==> config.mk <==
export PLATFORM = sky130hd
export DESIGN_NAME = codec_regfile
export DESIGN_NICKNAME = d
export VERILOG_FILES = /design/src/rtl/creg_pkg.sv /design/src/rtl/creg_decode.sv /design/src/rtl/creg_store.sv /design/src/rtl/creg_readmux.sv /design/src/rtl/codec_regfile.sv
export SDC_FILE = /design/constraint.sdc
export NUM_CORES = 1
export LEC_CHECK = 0
export ABC_AREA = 1
export ABC_CLOCK_PERIOD_IN_PS = 1400
export BUFFER_PORTS_ARGS = -buffer_cell sky130_fd_sc_hd__buf_2
export CAP_MARGIN = 5
export CELL_PAD_IN_SITES_DETAIL_PLACEMENT = 1
export CELL_PAD_IN_SITES_GLOBAL_PLACEMENT = 1
export CORE_ASPECT_RATIO = 2
export CORE_UTILIZATION = 30
export CTS_CLUSTER_DIAMETER = 30
export DETAILED_ROUTE_END_ITERATION = 7
export PLACE_DENSITY = 0.6
export SYNTH_ARGS = -nofsm -noshare
export SYNTH_HDL_FRONTEND = slang
export SYNTH_HIERARCHICAL = 1
export SYNTH_SLANG_ARGS = --single-unit
export TNS_END_PERCENT = 50
==> constraint.sdc <==
create_clock -name clk -period 1.4 [get_ports clk]
set_input_delay 0.28 -clock clk [delete_from_list [all_inputs] [get_ports clk]]
set_output_delay 0.28 -clock clk [all_outputs]
set_load 0.01 [all_outputs]
==> src/rtl/creg_pkg.sv <==
package creg_pkg;
  localparam int ADDR_W = 7;
  localparam int DATA_W = 16;
  localparam int NREG   = 8;

  localparam int IX_MVOL  = 0;
  localparam int IX_DACG  = 1;
  localparam int IX_GEN   = 2;
  localparam int IX_DEPTH = 3;
  localparam int IX_RATEA = 4;
  localparam int IX_RATEB = 5;
  localparam int IX_ADCR  = 6;
  localparam int IX_SURR  = 7;

  localparam logic [ADDR_W-1:0] A_CAPS  = 7'h00;
  localparam logic [ADDR_W-1:0] A_GEN   = 7'h20;
  localparam logic [ADDR_W-1:0] A_EXTID = 7'h28;

  localparam int MUTE_BIT = 15;
  localparam int POP_BIT  = 15;
  localparam int ENH_BIT  = 13;
  localparam int DEPTH_W  = 4;
  localparam logic [1:0] ID_SURR = 2'b10;
  localparam logic [1:0] ID_CTR  = 2'b01;
  localparam logic [1:0] MODE_QUAD = 2'b10;

  function automatic logic [ADDR_W-1:0] reg_addr(input int i);
    case (i)
      IX_MVOL:  return 7'h02;
      IX_DACG:  return 7'h18;
      IX_GEN:   return 7'h20;
      IX_DEPTH: return 7'h22;
      IX_RATEA: return 7'h2C;
      IX_RATEB: return 7'h2E;
      IX_ADCR:  return 7'h32;
      default:  return 7'h38;
    endcase
  endfunction

  function automatic logic [DATA_W-1:0] reg_default(input int i);
    case (i)
      IX_MVOL:  return 16'h8000;
      IX_DACG:  return 16'h8808;
      IX_GEN:   return 16'h0000;
      IX_DEPTH: return 16'h0000;
      IX_RATEA, IX_RATEB, IX_ADCR: return 16'hBB80;
      default:  return 16'h8000;
    endcase
  endfunction

  function automatic logic [DATA_W-1:0] reg_wmask(input int i);
    case (i)
      IX_GEN:   return 16'h7FFF;
      IX_DEPTH: return 16'h000F;
      default:  return 16'hFFFF;
    endcase
  endfunction

  // identity word: enhancement code 24 placed in bits 14:10
  function automatic logic [DATA_W-1:0] caps_word();
    logic [DATA_W-1:0] w;
    w = '0;
    w[14:10] = 5'd24;
    return w;
  endfunction

  function automatic logic [DATA_W-1:0] extid_word(input logic [1:0] id);
    return {id, {(DATA_W-2){1'b0}}};
  endfunction

  // 1 selects the alternate front rate word
  function automatic logic use_alt_rate(input logic [1:0] mode, input logic [1:0] id);
    return (id == ID_SURR) || (mode == MODE_QUAD && id == ID_CTR);
  endfunction
endpackage

==> src/rtl/creg_decode.sv <==
module creg_decode
  import creg_pkg::*;
(
  input  logic [ADDR_W-1:0] addr,
  output logic [NREG-1:0]   hit
);
  for (genvar i = 0; i < NREG; i++) begin : g_hit
    assign hit[i] = (addr == reg_addr(i));
  end
endmodule

==> src/rtl/creg_store.sv <==
module creg_store
  import creg_pkg::*;
(
  input  logic                   clk,
  input  logic                   rst_n,
  input  logic                   wr_en,
  input  logic [NREG-1:0]        wr_hit,
  input  logic [DATA_W-1:0]      wr_data,
  input  logic [1:0]             codec_id,
  output logic [NREG*DATA_W-1:0] regs_flat,
  output logic                   ovr_evt
);
  assign ovr_evt = wr_en && wr_hit[IX_SURR] && !wr_data[MUTE_BIT] && (codec_id == ID_SURR);

  for (genvar i = 0; i < NREG; i++) begin : g_reg
    logic [DATA_W-1:0] q;
    if (i == IX_DACG) begin : g_ovr
      always_ff @(posedge clk or negedge rst_n) begin
        if (!rst_n) q <= reg_default(i);
        else if (wr_en && wr_hit[i]) q <= (q & ~reg_wmask(i)) | (wr_data & reg_wmask(i));
        else if (ovr_evt) q[MUTE_BIT] <= 1'b0;
      end
    end else begin : g_plain
      always_ff @(posedge clk or negedge rst_n) begin
        if (!rst_n) q <= reg_default(i);
        else if (wr_en && wr_hit[i]) q <= (q & ~reg_wmask(i)) | (wr_data & reg_wmask(i));
      end
    end
    assign regs_flat[i*DATA_W +: DATA_W] = q;
  end

  // unmuting the surround word on an ID 10 part releases the DAC gain mute
  a_r7_mute_override: assert property (@(posedge clk) disable iff (!rst_n)
    ovr_evt |=> !regs_flat[IX_DACG*DATA_W + MUTE_BIT]);
endmodule

==> src/rtl/creg_readmux.sv <==
module creg_readmux
  import creg_pkg::*;
(
  input  logic                   clk,
  input  logic                   rst_n,
  input  logic                   rd_en,
  input  logic [ADDR_W-1:0]      rd_addr,
  input  logic [NREG-1:0]        rd_hit,
  input  logic [NREG*DATA_W-1:0] regs_flat,
  input  logic [1:0]             codec_id,
  output logic [DATA_W-1:0]      rd_data,
  output logic                   rd_valid
);
  logic [DATA_W-1:0] word;
  logic              known;
  logic [ADDR_W-1:0] last_addr;
  logic              last_known;

  always_comb begin
    word = '0;
    for (int i = 0; i < NREG; i++)
      if (rd_hit[i]) word = regs_flat[i*DATA_W +: DATA_W];
    if (rd_addr == A_GEN)   word[POP_BIT] = 1'b1;
    if (rd_addr == A_CAPS)  word = caps_word();
    if (rd_addr == A_EXTID) word = extid_word(codec_id);
    known = (|rd_hit) || (rd_addr == A_CAPS) || (rd_addr == A_EXTID);
  end

  always_ff @(posedge clk or negedge rst_n) begin
    if (!rst_n) begin
      rd_data    <= '0;
      rd_valid   <= 1'b0;
      last_addr  <= '0;
      last_known <= 1'b0;
    end else begin
      rd_valid <= rd_en;
      if (rd_en) begin
        rd_data    <= word;
        last_addr  <= rd_addr;
        last_known <= known;
      end
    end
  end

  // the POP bit never reads back as 0
  a_r3_pop_fixed: assert property (@(posedge clk) disable iff (!rst_n)
    (rd_valid && last_addr == A_GEN) |-> rd_data[POP_BIT]);
  // unmapped addresses answer zero
  a_r9_unmapped_zero: assert property (@(posedge clk) disable iff (!rst_n)
    (rd_valid && !last_known) |-> (rd_data == '0));
  // one-cycle read answer
  a_r10_read_latency: assert property (@(posedge clk) disable iff (!rst_n)
    rd_en |=> rd_valid);
endmodule

==> src/rtl/codec_regfile.sv <==
module codec_regfile
  import creg_pkg::*;
(
  input  logic                clk,
  input  logic                rst_n,
  input  logic [1:0]          mode_pins,
  input  logic [1:0]          codec_id,
  input  logic                wr_en,
  input  logic [ADDR_W-1:0]   wr_addr,
  input  logic [DATA_W-1:0]   wr_data,
  input  logic                rd_en,
  input  logic [ADDR_W-1:0]   rd_addr,
  output logic [DATA_W-1:0]   rd_data,
  output logic                rd_valid,
  output logic                enh_enable,
  output logic [DEPTH_W-1:0]  enh_depth,
  output logic [DATA_W-1:0]   master_vol,
  output logic                master_mute,
  output logic                dac_gain_mute,
  output logic [DATA_W-1:0]   dac_rate,
  output logic [DATA_W-1:0]   adc_rate
);
  logic [NREG-1:0]        wr_hit;
  logic [NREG-1:0]        rd_hit;
  logic [NREG*DATA_W-1:0] regs_flat;
  logic                   ovr_evt;
  logic                   surr_is_master;

  creg_decode u_wdec (.addr(wr_addr), .hit(wr_hit));
  creg_decode u_rdec (.addr(rd_addr), .hit(rd_hit));

  creg_store u_store (
    .clk(clk), .rst_n(rst_n), .wr_en(wr_en), .wr_hit(wr_hit),
    .wr_data(wr_data), .codec_id(codec_id),
    .regs_flat(regs_flat), .ovr_evt(ovr_evt));

  creg_readmux u_rmux (
    .clk(clk), .rst_n(rst_n), .rd_en(rd_en), .rd_addr(rd_addr),
    .rd_hit(rd_hit), .regs_flat(regs_flat), .codec_id(codec_id),
    .rd_data(rd_data), .rd_valid(rd_valid));

  assign surr_is_master = (codec_id == ID_SURR);
  assign master_vol     = surr_is_master ? regs_flat[IX_SURR*DATA_W +: DATA_W]
                                         : regs_flat[IX_MVOL*DATA_W +: DATA_W];
  assign master_mute    = master_vol[MUTE_BIT];
  assign dac_gain_mute  = regs_flat[IX_DACG*DATA_W + MUTE_BIT];
  assign enh_enable     = regs_flat[IX_GEN*DATA_W + ENH_BIT];
  assign enh_depth      = regs_flat[IX_DEPTH*DATA_W +: DEPTH_W];
  assign dac_rate       = use_alt_rate(mode_pins, codec_id) ? regs_flat[IX_RATEB*DATA_W +: DATA_W]
                                                            : regs_flat[IX_RATEA*DATA_W +: DATA_W];
  assign adc_rate       = regs_flat[IX_ADCR*DATA_W +: DATA_W];

  // on an ID 10 part a surround write becomes the master volume
  a_r6_surround_master: assert property (@(posedge clk) disable iff (!rst_n)
    (wr_en && wr_addr == reg_addr(IX_SURR) && codec_id == ID_SURR && $stable(codec_id))
      |=> (codec_id != ID_SURR) || (master_vol == $past(wr_data)));
  // depth moves only on a write to its own register
  a_r2_depth_hold: assert property (@(posedge clk) disable iff (!rst_n)
    !(wr_en && wr_addr == reg_addr(IX_DEPTH)) |=> $stable(enh_depth));
endmodule

# Word level (Yosys, flattened, before mapping)
# Index checks and enable logic that the tools add are counted.
[word_totals]
reg_bits = 145
in_bits = 38
word_cells = 63
[op_classes]
n_eq_ne = 20
muxes = 15
n_bitwise = 2
n_reduce_logical = 15
[op_table]
columns = ["cell", "count"]
rows = [
  ["$mux 16", 12],
  ["$eq 7x6->1 const B", 13],
  ["$or 16x15->16", 1],
  ["$or 16x4->16", 1],
  ["$eq 7x2->1 const B", 2],
  ["$eq 7x5->1 const B", 2],
  ["$logic_and 1x1->1", 11],
  ["$logic_not 7->1", 1],
  ["$eq 2x2->1 const B", 2],
  ["$mux 1", 3],
  ["$eq 2x1->1 const B", 1],
  ["$reduce_bool 2->1", 1],
  ["$logic_not 1->1", 1],
  ["$logic_or 1x1->1", 1],
]

# Longest topological paths before layout
[logic_depth]
depth_word = 12
mapped_depth = 17
ltp_nobuf = 16

# Hierarchy
# The synthesis kept the hierarchy.
[modules_own_cells]
columns = ["mod", "n_inst", "cells_each", "area_per_inst_um2", "seq_area_each_um2"]
rows = [
  ["creg_store", 1, 414, 4654.5, 2910.3],
  ["creg_readmux", 1, 377, 2144.6, 425.4],
  ["codec_regfile", 1, 112, 509.2, 0.0],
  ["creg_decode", 2, 28, 122.6, 0.0],
]

# Worst setup path before layout
# OpenSTA, ideal clock, no wires.
[synth_path]
kind = "input to register"
startpoint = "in rd_addr[6]"
endpoint = "reg u_rmux.rd_data[1]"
t_arrival_ns = 1.449
path_slack_ns = -0.166
cell_stages = 12
cell_sequence = "inv_1 nand3_1 nor2_1 inv_1 buf_4 buf_6 o211ai_1 nand2_1 nand2_1 nand2_1 nand2_1 nand2_1"
[synth_lines]
columns = ["item", "line_no", "rtl"]
rows = [
  ["start: declaration", "codec_regfile.sv:12", "input logic [ADDR_W-1:0] rd_addr,"],
  ["$eq 7x6->1", "creg_decode.sv:8", "assign hit[i] = (addr == reg_addr(i));"],
  ["named net rd_hit[3]", "codec_regfile.sv:24", "logic [NREG-1:0] rd_hit;"],
  ["$mux 16 (5 in a row)", "creg_readmux.sv:22", "if (rd_hit[i]) word = regs_flat[i*DATA_W +: DATA_W];"],
  ["$mux 16", "creg_readmux.sv:24", "if (rd_addr == A_CAPS) word = caps_word();"],
  ["$mux 16", "creg_readmux.sv:25", "if (rd_addr == A_EXTID) word = extid_word(codec_id);"],
  ["end signal: assignment", "creg_readmux.sv:38", "rd_data <= word;"],
  ["end: declaration", "creg_readmux.sv:11", "output logic [DATA_W-1:0] rd_data,"],
]
# The timed path passes the listed nets, and every way through them passes these cells.
# A chain may end at the register's enable or synchronous reset.

# Worst setup path after layout
[layout_path]
startpoint = "reg u_store.g_reg[7].q[15]"
endpoint = "out master_mute"
[layout_via]
elab_chain_len = 1
[layout_lines]
columns = ["item", "line_no", "rtl"]
rows = [
  ["start: declaration", "creg_store.sv:16", "logic [DATA_W-1:0] q;"],
  ["start signal: assignment", "creg_store.sv:25", "if (!rst_n) q <= reg_default(i);"],
  ["start signal: assignment", "creg_store.sv:26", "else if (wr_en && wr_hit[i]) q <= (q & ~reg_wmask(i)) | (wr_data & reg_wmask(i));"],
  ["$mux 16", "codec_regfile.sv:43", "assign master_vol = surr_is_master ? regs_flat[IX_SURR*DATA_W +: DATA_W]"],
  ["end: declaration", "codec_regfile.sv:18", "output logic master_mute,"],
]
# No other way between the ends.

==> results.py <==
metrics = {
    "sta": {
        "rsz0062_at_grt": "yes",
        "fmax_mhz": 646,
        "slew_violations": 0,
        "min_period_over_period": 1.11,
        "setup_violations": 39,
        "fin_ws_ps": -149,
        "timing_hold_violations_final": 0,
        "fin_setup_tns_ps": -2050,
        "fin_skew_ps": 6.65,
        "layout_min_cycle_time_ps": 1550,
    },
    "final_layout": {
        "fillers": 2950,
        "design_area_mm2": 0.0104,
        "final_nets": 1171,
        "areaGrowthSynthToFinish_pct": 37.7,
        "drive_above_1_share": 0.404,
        "n_antenna_cell": 0,
    },
    "worst_setup_path": {
        "crit_fanout": 2,
        "crit_chain": "nand3_2 -> nand2_2 -> buf_2",
        "setup.worst_path.start_class": "flop",
        "crit_type": "reg2out",
        "end_kind": "primary output",
        "cp_slowest_cell": "dfstp_2",
        "cp.required_ps": 1120,
        "arrival_ps": 1270,
        "slowest_delay_ps": 530,
    },
    "global_routing": {
        "antenna_found_initial": 0,
        "grt.total_usage": 0.205,
        "grt.overflow.total": 0,
        "grt_max_degree": 34,
        "grt_pass1_vias": 7133,
        "grt_pass1_wl_mm": 40.2,
    },
    "place": {
        "place_congestion": 0.796,
        "place_area_mm2": 0.00870,
        "port_buffers": 109,
        "dp_hpwl_mm": 17.9,
    },
    "logic_synthesis": {
        "synthCells": 958,
        "avgSynthCellArea_um2": 7.88,
        "synth.cell_area_mm2": 0.00755,
        "yosysWarnings": 6,
    },
    "drt": {
        "via_per_inst": 4.68,
        "first_pass_iters": 4,
        "wl_mm": 25.7,
        "wl_per_cell_um": 17.4,
        "ant_nets": 0,
        "drc": 0,
        "vias": 6919,
        "drt_iter0_drc": 306,
    },
    "clocking": {
        "path_clk_slew_ps": 50,
        "clock-sinks": 132,
        "cts_buffers": 17,
        "worstSkewPairLatency_ps": 440,
        "root_buffer": "clkbuf_16",
        "cts_tree": "done",
        "clk_path_buf_depth": 2,
        "cts_htree_levels": 4,
    },
    "pwr": {
        "p_leak_nw": 5.28,
        "peakVddDrop_mv": 0.822,
        "power_density_mw_per_mm2": 1050,
    },
    "run_status": {
        "status": "complete, but fails checks",
        "violations": "negative setup slack",
    },
    "floorplan": {
        "io_pins": 110,
        "die_height_um": 226,
        "rows": 81,
        "fp.dieW_um": 114,
        "start_util": 0.307,
        "core_mm2": 0.0246,
        "dieArea_mm2": 0.0258,
    },
    "job": {
        "max_cap_violations": 0,
    },
    "min_path": {
        "hold_path_class": "in2reg",
    },
}
==> flip-flops by register name, indices dropped and copies added (netlist names) <==
signal	count
u_rmux/rd_valid	1
u_rmux/rd_data	16
u_store/g.q	115
==> path summary, 6_finish.rpt <==
path / cells after the start / endpoint / from / slack, ps
max: 3 / master_mute / u_store/g_reg[7].q[15]$_DFFE_PN1P_ / -150
min: 1 / u_rmux/rd_valid$_DFF_PN0_ / rd_en / 50
max reg2reg: 12 / u_rmux/rd_data[15]$_DFFE_PN0P_ / u_store/g_reg[1].q[15]$_DFFE_PN1P_ / -50
min reg2reg: 2 / u_rmux/rd_data[1]$_DFFE_PN0P_ / u_rmux/rd_data[1]$_DFFE_PN0P_ / 470
max in group asynchronous: 3 / u_store/g_reg[4].q[7]$_DFFE_PN1P_ / rst_n / 520
min in group asynchronous: 2 / u_rmux/rd_data[10]$_DFFE_PN0P_ / rst_n / 280
==> stage by stage <==
stage / power (mW) / setup WS (ps) / utilization / hold slack (ps) / cells
after global placement: 5.69 / -479 / 0.353 / 160 / 1404
final: 10.9 / -149 / 0.422 / 49.0 / 1478
after CTS: 10.9 / -176 / 0.402 / 32.2 / 1468
after detailed placement: 5.72 / -499 / 0.353 / 162 / 1404
after floorplan: 5.11 / -98.8 / - / -15.6 / 970
after global routing: 11.4 / -208 / 0.422 / 32.5 / 1478
==> where the power goes <==
group	switching (mW)	internal [mW]	leakage (nW)
Sequential	0.236	4.16	1.71
Clock	1.76	3.13	0.310
Combinational	0.902	0.695	3.27
Total	2.90	7.98	5.28
==> cell usage in the layout (no fill, tap or decap), types with 2 or more instances in the layout <==
cell type	n
dfrtp_2	5
clkinvlp_4	2
buf_2	79
o21ai_0	4
clkinv_2	2
nor2_2	6
nor2_1	31
nand2_8	4
bufinv_16	4
buf_6	30
nand2_2	58
nand2_1	305
clkbuf_8	3
buf_4	71
o211ai_1	13
inv_2	4
nand3_1	37
dfrtp_1	101
nand2_4	17
a21oi_4	2
buf_12	25
inv_4	4
nand3_2	16
nand3_4	4
clkbuf_16	19
inv_6	2
conb_1	13
o211ai_2	2
clkinv_4	4
dfstp_2	26
a21oi_1	59
o21ai_1	54
o21ai_2	57
nor2_4	11
inv_1	62
==> timing repair <==
| item | CTS | global route |
|---|---|---|
| endpoints found under the hold margin | 52 | 0 |
| hold buffers | 1 | 0 |
| buffers inserted | 29 | 8 |
| resized for setup | 65 | 110 |
| gates cloned | 2 | 2 |
| pin swaps | 31 | 52 |
| setup endpoints to repair | 53 | 56 |
==> cell type report <==
cell class,count,area [um2],area share
multi-input cells,698,3820,0.367
flip-flops and latches,132,3340,0.321
repair buffers,210,1870,0.180
clock buffers,21,470,0.0453
well taps,332,415,0.0400
inverters,74,307,0.0295
clock inverters,11,175,0.0168
==> layer usage <==
| metal | share of wire | track usage | vias to the layer above |
|---|---|---|---|
| li1 | - | - | 3402 |
| met1 | 0.43 | 0.253 | 3397 |
| met2 | 0.54 | 0.365 | 106 |
| met3 | 0.022 | 0.0329 | 14 |
| met4 | 0.012 | 0.0553 | 0 |
| met5 | 0 | 0 | - |
==> worst max-delay path: cells and delay by family (launching register included) <==
family	cells	cell delay, ps
flops	1	530
simple gates	2	180
buf+inv	1	130
Note: power is estimated with default switching activity, not from simulation.
